===== src/rtl/pf_pkg.sv =====
// Package: shared state type for the supply-loss write guard.
package pf_pkg;
    typedef enum logic [1:0] {
        ST_NORMAL   = 2'd0,
        ST_DESELECT = 2'd1,
        ST_BATTERY  = 2'd2,
        ST_RECOVER  = 2'd3
    } pf_state_t;
endpackage


===== src/rtl/pf_flag_filter.sv =====
// Synchronises one asynchronous comparator flag with two flops, then
// accepts a new level only after it has differed from the current output
// for FILT_LEN consecutive cycles. Assumes FILT_LEN >= 2. Output resets low.
module pf_flag_filter #(
    parameter int FILT_LEN = 3
) (
    input  logic clk,
    input  logic rst_n,
    input  logic raw_i,
    output logic flag_o
);
    localparam int CW = $clog2(FILT_LEN + 1);

    logic          sync1_q, sync2_q;
    logic [CW-1:0] run_q;

    // Two-flop synchroniser for the raw comparator flag.
    always_ff @(posedge clk) begin
        if (!rst_n) begin
            sync1_q <= 1'b0;
            sync2_q <= 1'b0;
        end else begin
            sync1_q <= raw_i;
            sync2_q <= sync1_q;
        end
    end

    // Persistence counter: flip the output after FILT_LEN differing cycles.
    always_ff @(posedge clk) begin
        if (!rst_n) begin
            run_q  <= '0;
            flag_o <= 1'b0;
        end else if (sync2_q == flag_o) begin
            run_q <= '0;
        end else if (run_q == CW'(FILT_LEN - 1)) begin
            run_q  <= '0;
            flag_o <= sync2_q;
        end else begin
            run_q <= run_q + 1'b1;
        end
    end


    flag_follows_sync_chk: assert property (@(posedge clk) disable iff (!rst_n)
        (flag_o != $past(flag_o)) |-> ($past(sync2_q) != $past(flag_o)));


    run_bound_chk: assert property (@(posedge clk) disable iff (!rst_n)
        run_q < CW'(FILT_LEN));
endmodule


===== src/rtl/pf_recover_timer.sv =====
// Counts cycles while run_i is high and raises done_o on the last of
// REC_CYCLES cycles; dropping run_i clears the count. Assumes REC_CYCLES >= 2.
module pf_recover_timer #(
    parameter int REC_CYCLES = 16
) (
    input  logic clk,
    input  logic rst_n,
    input  logic run_i,
    output logic done_o
);
    localparam int TW = $clog2(REC_CYCLES + 1);

    logic [TW-1:0] cnt_q;

    assign done_o = (cnt_q == TW'(REC_CYCLES - 1));

    // Recovery count: clear when idle, advance until done.
    always_ff @(posedge clk) begin
        if (!rst_n || !run_i) begin
            cnt_q <= '0;
        end else if (!done_o) begin
            cnt_q <= cnt_q + 1'b1;
        end
    end


    timer_restart_chk: assert property (@(posedge clk) disable iff (!rst_n)
        !$past(run_i) |-> (cnt_q == '0));


    timer_bound_chk: assert property (@(posedge clk) disable iff (!rst_n)
        cnt_q < TW'(REC_CYCLES));
endmodule


===== src/rtl/pf_state_ctrl.sv =====
// Four-state supply controller. Works from filtered flags only and assumes
// they are ordered physically (upper implies lower implies battery level).
// Battery level has top priority, then the power-fail window; full supply
// leads to normal operation only through a completed recovery wait.
module pf_state_ctrl
    import pf_pkg::*;
(
    input  logic      clk,
    input  logic      rst_n,
    input  logic      hi_f_i,
    input  logic      lo_f_i,
    input  logic      bat_f_i,
    input  logic      rec_done_i,
    output pf_state_t state_o
);
    pf_state_t nxt;

    // Next-state decode with battery level first, then the window.
    always_comb begin
        if (!bat_f_i) begin
            nxt = ST_BATTERY;
        end else if (!(lo_f_i && hi_f_i)) begin
            nxt = ST_DESELECT;
        end else begin
            unique case (state_o)
                ST_NORMAL:  nxt = ST_NORMAL;
                ST_RECOVER: nxt = rec_done_i ? ST_NORMAL : ST_RECOVER;
                default:    nxt = ST_RECOVER;
            endcase
        end
    end

    // State register, starting on battery with the memory protected.
    always_ff @(posedge clk) begin
        if (!rst_n) state_o <= ST_BATTERY;
        else        state_o <= nxt;
    end


    low_supply_battery_chk: assert property (@(posedge clk) disable iff (!rst_n)
        !bat_f_i |=> (state_o == ST_BATTERY));


    normal_via_recover_chk: assert property (@(posedge clk) disable iff (!rst_n)
        (state_o == ST_NORMAL && $past(state_o) != ST_NORMAL)
            |-> ($past(state_o) == ST_RECOVER && $past(rec_done_i)));


    normal_needs_full_supply_chk: assert property (@(posedge clk) disable iff (!rst_n)
        (state_o == ST_NORMAL) |-> $past(hi_f_i && lo_f_i && bat_f_i));
endmodule


===== src/rtl/pwrfail_guard.sv =====
// Top of the supply-loss write guard. Filters the three comparator flags,
// runs the state controller and recovery timer, gates the write strobe in
// the same cycle protection rises, and keeps a sticky refused-write flag.
// Assumes the flags come from comparators on the same supply.
module pwrfail_guard
    import pf_pkg::*;
#(
    parameter int FILT_LEN   = 3,
    parameter int REC_CYCLES = 16
) (
    input  logic clk,
    input  logic rst_n,
    input  logic sup_above_hi_i,
    input  logic sup_above_lo_i,
    input  logic sup_above_bat_i,
    input  logic wr_strobe_i,
    output logic wr_en_o,
    output logic wr_protect_o,
    output logic out_hiz_o,
    output logic bat_sel_o,
    output logic ready_o,
    output logic wr_blocked_o
);
    localparam int NFLAG = 3;

    logic [NFLAG-1:0] raw_flags;
    logic [NFLAG-1:0] filt_flags;
    logic             rec_done;
    pf_state_t        state;

    assign raw_flags = {sup_above_bat_i, sup_above_lo_i, sup_above_hi_i};

    // One conditioner per comparator flag.
    for (genvar gi = 0; gi < NFLAG; gi++) begin : g_flag
        pf_flag_filter #(.FILT_LEN(FILT_LEN)) u_filt (
            .clk    (clk),
            .rst_n  (rst_n),
            .raw_i  (raw_flags[gi]),
            .flag_o (filt_flags[gi])
        );
    end

    pf_state_ctrl u_ctrl (
        .clk        (clk),
        .rst_n      (rst_n),
        .hi_f_i     (filt_flags[0]),
        .lo_f_i     (filt_flags[1]),
        .bat_f_i    (filt_flags[2]),
        .rec_done_i (rec_done),
        .state_o    (state)
    );

    pf_recover_timer #(.REC_CYCLES(REC_CYCLES)) u_timer (
        .clk    (clk),
        .rst_n  (rst_n),
        .run_i  (state == ST_RECOVER),
        .done_o (rec_done)
    );

    // Output decode from the controller state.
    always_comb begin
        ready_o      = (state == ST_NORMAL);
        wr_protect_o = !ready_o;
        out_hiz_o    = !ready_o;
        bat_sel_o    = (state == ST_BATTERY);
        wr_en_o      = wr_strobe_i && ready_o;
    end

    // Sticky record of a write refused under protection.
    always_ff @(posedge clk) begin
        if (!rst_n)                           wr_blocked_o <= 1'b0;
        else if (wr_strobe_i && wr_protect_o) wr_blocked_o <= 1'b1;
    end


    blocked_sticky_chk: assert property (@(posedge clk) disable iff (!rst_n)
        $past(wr_blocked_o) |-> wr_blocked_o);


    blocked_on_refusal_chk: assert property (@(posedge clk) disable iff (!rst_n)
        (wr_strobe_i && wr_protect_o) |=> wr_blocked_o);


    external_when_bat_flag_chk: assert property (@(posedge clk) disable iff (!rst_n)
        $past(filt_flags[2]) |-> !bat_sel_o);
endmodule


===== config.mk =====
export PLATFORM = sky130hd
export DESIGN_NAME = pwrfail_guard
export DESIGN_NICKNAME = d
export VERILOG_FILES = /design/src/rtl/pf_pkg.sv /design/src/rtl/pf_flag_filter.sv /design/src/rtl/pf_recover_timer.sv /design/src/rtl/pf_state_ctrl.sv /design/src/rtl/pwrfail_guard.sv
export SDC_FILE = /design/constraint.sdc
export NUM_CORES = 1
export LEC_CHECK = 0
export BUFFER_PORTS_ARGS = -buffer_cell sky130_fd_sc_hd__buf_2
export CAP_MARGIN = 20
export CORE_MARGIN = 5
export CORE_UTILIZATION = 57
export DETAILED_ROUTE_END_ITERATION = 10
export PLACE_DENSITY = 0.83
export SLEW_MARGIN = 40
export SYNTH_ARGS = -nofsm -noshare
export SYNTH_HDL_FRONTEND = slang
export SYNTH_SLANG_ARGS = --single-unit

===== constraint.sdc =====
create_clock -name clk -period 2.7 [get_ports clk]
set_input_delay 0.54 -clock clk [delete_from_list [all_inputs] [get_ports clk]]
set_output_delay 0.54 -clock clk [all_outputs]
set_load 0.02 [all_outputs]

==> results.json <==
{
  "vias": 554,
  "p_total_w": 0.000524,
  "grt_pass1_vias": 541,
  "first_pass_iters": 4,
  "tns_ns": 0,
  "ys_seq_area_frac": 0.529,
  "rsz0062_at_grt": "false",
  "end_kind": "output port",
  "die_x_um": 49.1,
  "cts_num_sinks": 23,
  "wl_um": 1140,
  "crit_chain": "or2_0 > inv_1 > and2_1 > buf_2",
  "layout-drive-gt1-share": 0.155,
  "syn_to_final_growth_pct": 9.64,
  "synthesis.area_um2": 870,
  "worst_slew_pin_slew_ns": 0.271,
  "crit_path_start_kind": "register",
  "hold_violations": 0,
  "regArea_um2": 460,
  "cts_setup_buffers": 0,
  "synth_edf_count": 0,
  "synth_top_area_frac": 0.529,
  "setup_viol": 0,
  "clk_path_buf_depth": 2,
  "finalClockSkew_ns": 0.00618,
  "r2r_slack_ns": 1.18,
  "grt_usage": 0.120,
  "antenna_left": 0,
  "required_ns": 2.16,
  "drv_slew": 0,
  "regToRegEndpoint": "u_timer.cnt_q[3]$_SDFFE_PP0P_",
  "yosysMostFrequentCell": "dfxtp_1",
  "power_density_nw_per_um2": 550,
  "cts_root_buf": "clkbuf_4",
  "overflow": 0,
  "netlist_top_cells_area": "dfxtp_1 (53%), ha_1 (7.2%), nor2_1 (5.2%), and2_1 (5.0%), xor2_1 (5.0%)",
  "pin_count": 12,
  "cts_inserted_buffers": 3,
  "core_area_um2": 1470,
  "worstHoldStart": "g_flag[2].u_filt.run_q[0]$_SDFF_PP0_",
  "min_period_over_period": 0.695,
  "io_buffer_count": 11,
  "fmax_ghz": 0.533,
  "path_class": "register to output port",
  "cts_tree": "built",
  "rows": 14,
  "synthCells": 86,
  "fin_util": 0.648,
  "slowest_delay_ns": 0.39,
  "htreeDepth": 1,
  "worst-path-buf-inv": 2,
  "holdPathStages": 1,
  "irDropWorstVdd_mv": 0.368,
  "async_flop_share": 0,
  "syn_area_per_cell_um2": 10.1,
  "grt_max_degree": 16,
  "ys_seq_elements": 23,
  "yosysTopAreaCell": "dfxtp_1",
  "relSlewSlack": 0.819,
  "viasPerCell": 4.90,
  "synth_ff_type": "dfxtp_1",
  "status": "finished clean",
  "fin_ws_ns": 0.825,
  "die_h_um": 49.1,
  "ctsResizeCount": 0,
  "leakagePower_nw": 0.416,
  "cp_top_family": "simple AND/OR/NAND/NOR gates",
  "cts_hold_buf": 0,
  "yosysWarnings": 0,
  "cp_max_fo": 6,
  "final_cell_area_um2": 953,
  "synth_nets": 97,
  "place.gp.congestion": 0.648,
  "hold_end": "g_flag[2].u_filt.run_q[0]$_SDFF_PP0_",
  "die-area_um2": 2410,
  "antenna_found_initial": 0,
  "post_drt_wl_per_cell_um": 10.1,
  "drtIter0Drc": 2,
  "r2r_start": "u_timer.cnt_q[0]$_SDFFE_PP0P_",
  "maxCapViolCount": 0,
  "grt_pass1_wl_um": 2210,
  "synth_compound_area_frac": 0.0302,
  "start_util": 0.591,
  "hold_class": "register to register",
  "place_ws_ns": 1.17,
  "clkLatencyLatePin_ns": 0.31,
  "cts.clk_slew.worst_paths_ns": 0.13,
  "diodes": 0,
  "ys_top_cells_by_count": "dfxtp_1 (23), nor2_1 (12), and2_1 (7)",
  "multiInputGateArea_um2": 369,
  "post_synth_xor_area_fraction": 0.0604,
  "synth_top_family_by_area": "simple AND/OR/NAND/NOR gates",
  "placed_cell_area_um2": 923,
  "yosys.area_share.adder": 0.0719,
  "drc": 0,
  "crit_slowest_cell": "dfxtp_1",
  "r2r_cells": 6,
  "nets": 109,
  "hpwl_um": 855,
  "muxShareOfSynthArea": 0.0460,
  "cp.arrival_ns": 1.34,
  "fillerInstances": 140,
  "min_period_ns": 1.88,
  "synth.distinct_cells": 21,
  "synth-simple-area-share": 0.216
}
==> cell type report <==
type,count,share of cell area
Multi-Input combinational cell,54,0.387
Clock buffer,3,0.0236
Inverter,5,0.0197
Sequential cell,23,0.483
Clock inverter,1,0.00787
Timing Repair Buffer,11,0.0577
Tap cell,16,0.0210
==> sequential cells by signal, summed over array words and instances, names as in the netlist <==
signal	count
g_flag.u_filt.flag_o	3
g_flag.u_filt.run_q	6
g_flag.u_filt.sync1_q	3
g_flag.u_filt.sync2_q	3
u_ctrl.state_o	2
u_timer.cnt_q	5
wr_blocked_o	1
==> per-layer routing <==
| metal | GRT usage | routed length (um) | up-vias |
|---|---|---|---|
| met3 | 0.0459 | 74 | 4 |
| met4 | 0.0942 | 36 | 0 |
| met1 | 0.134 | 521 | 242 |
| met5 | 0 | 0 | - |
| met2 | 0.178 | 512 | 13 |
| li1 | - | - | 295 |
==> how the worst max path moves through the flow <==
stage	startpoint	to	cells after the start
2_1_floorplan	u_ctrl.state_o[1]$_SDFF_PN1_	wr_en_o	4
6_report	u_ctrl.state_o[0]$_SDFF_PN0_	wr_en_o	4
3_5_place_dp	u_ctrl.state_o[0]$_SDFF_PN0_	wr_en_o	4
5_1_grt	u_ctrl.state_o[0]$_SDFF_PN0_	wr_en_o	4
4_1_cts	u_ctrl.state_o[0]$_SDFF_PN0_	wr_en_o	4
3_3_place_gp	u_timer.cnt_q[0]$_SDFFE_PP0P_	u_timer.cnt_q[3]$_SDFFE_PP0P_	6
==> metrics by stage <==
step	hold slack, ns	cells
2_1_floorplan	0.392	86
3_5_place_dp	0.407	109
3_3_place_gp	0.400	109
5_1_grt	0.406	113
6_report	0.422	113
4_1_cts	0.418	113
==> cell usage in the layout, fill, tap and decap left out, drive strengths merged <==
cell	synthesis	final
and2	7	7
xnor2	1	1
and3	1	1
a21oi	2	2
a41o	1	1
ha	5	5
nor2	12	12
clkinvlp	0	1
nand3b	3	3
nand2	2	2
nor2b	6	6
xor2	5	5
buf	3	11
mux2i	4	4
clkbuf	1	3
or2	1	1
nand3	2	2
inv	5	5
nand4b	1	1
a31oi	1	1
dfxtp	23	23
==> kinds of logic after synthesis <==
| group | after synthesis |
|---|---|
| simple gates | 35 |
| flops | 23 |
| buf+inv | 9 |
| xor+xnor | 6 |
| fa+ha+maj | 5 |
| compound gates | 4 |
| mux | 4 |
==> power by group <==
part	switching [W]	total (W)	internal, W
logic	0.00000834	0.0000169	0.00000857
clock network	0.000102	0.000158	0.0000565
registers	0.00000262	0.000349	0.000346
Note: power is estimated with default switching activity, not from simulation.
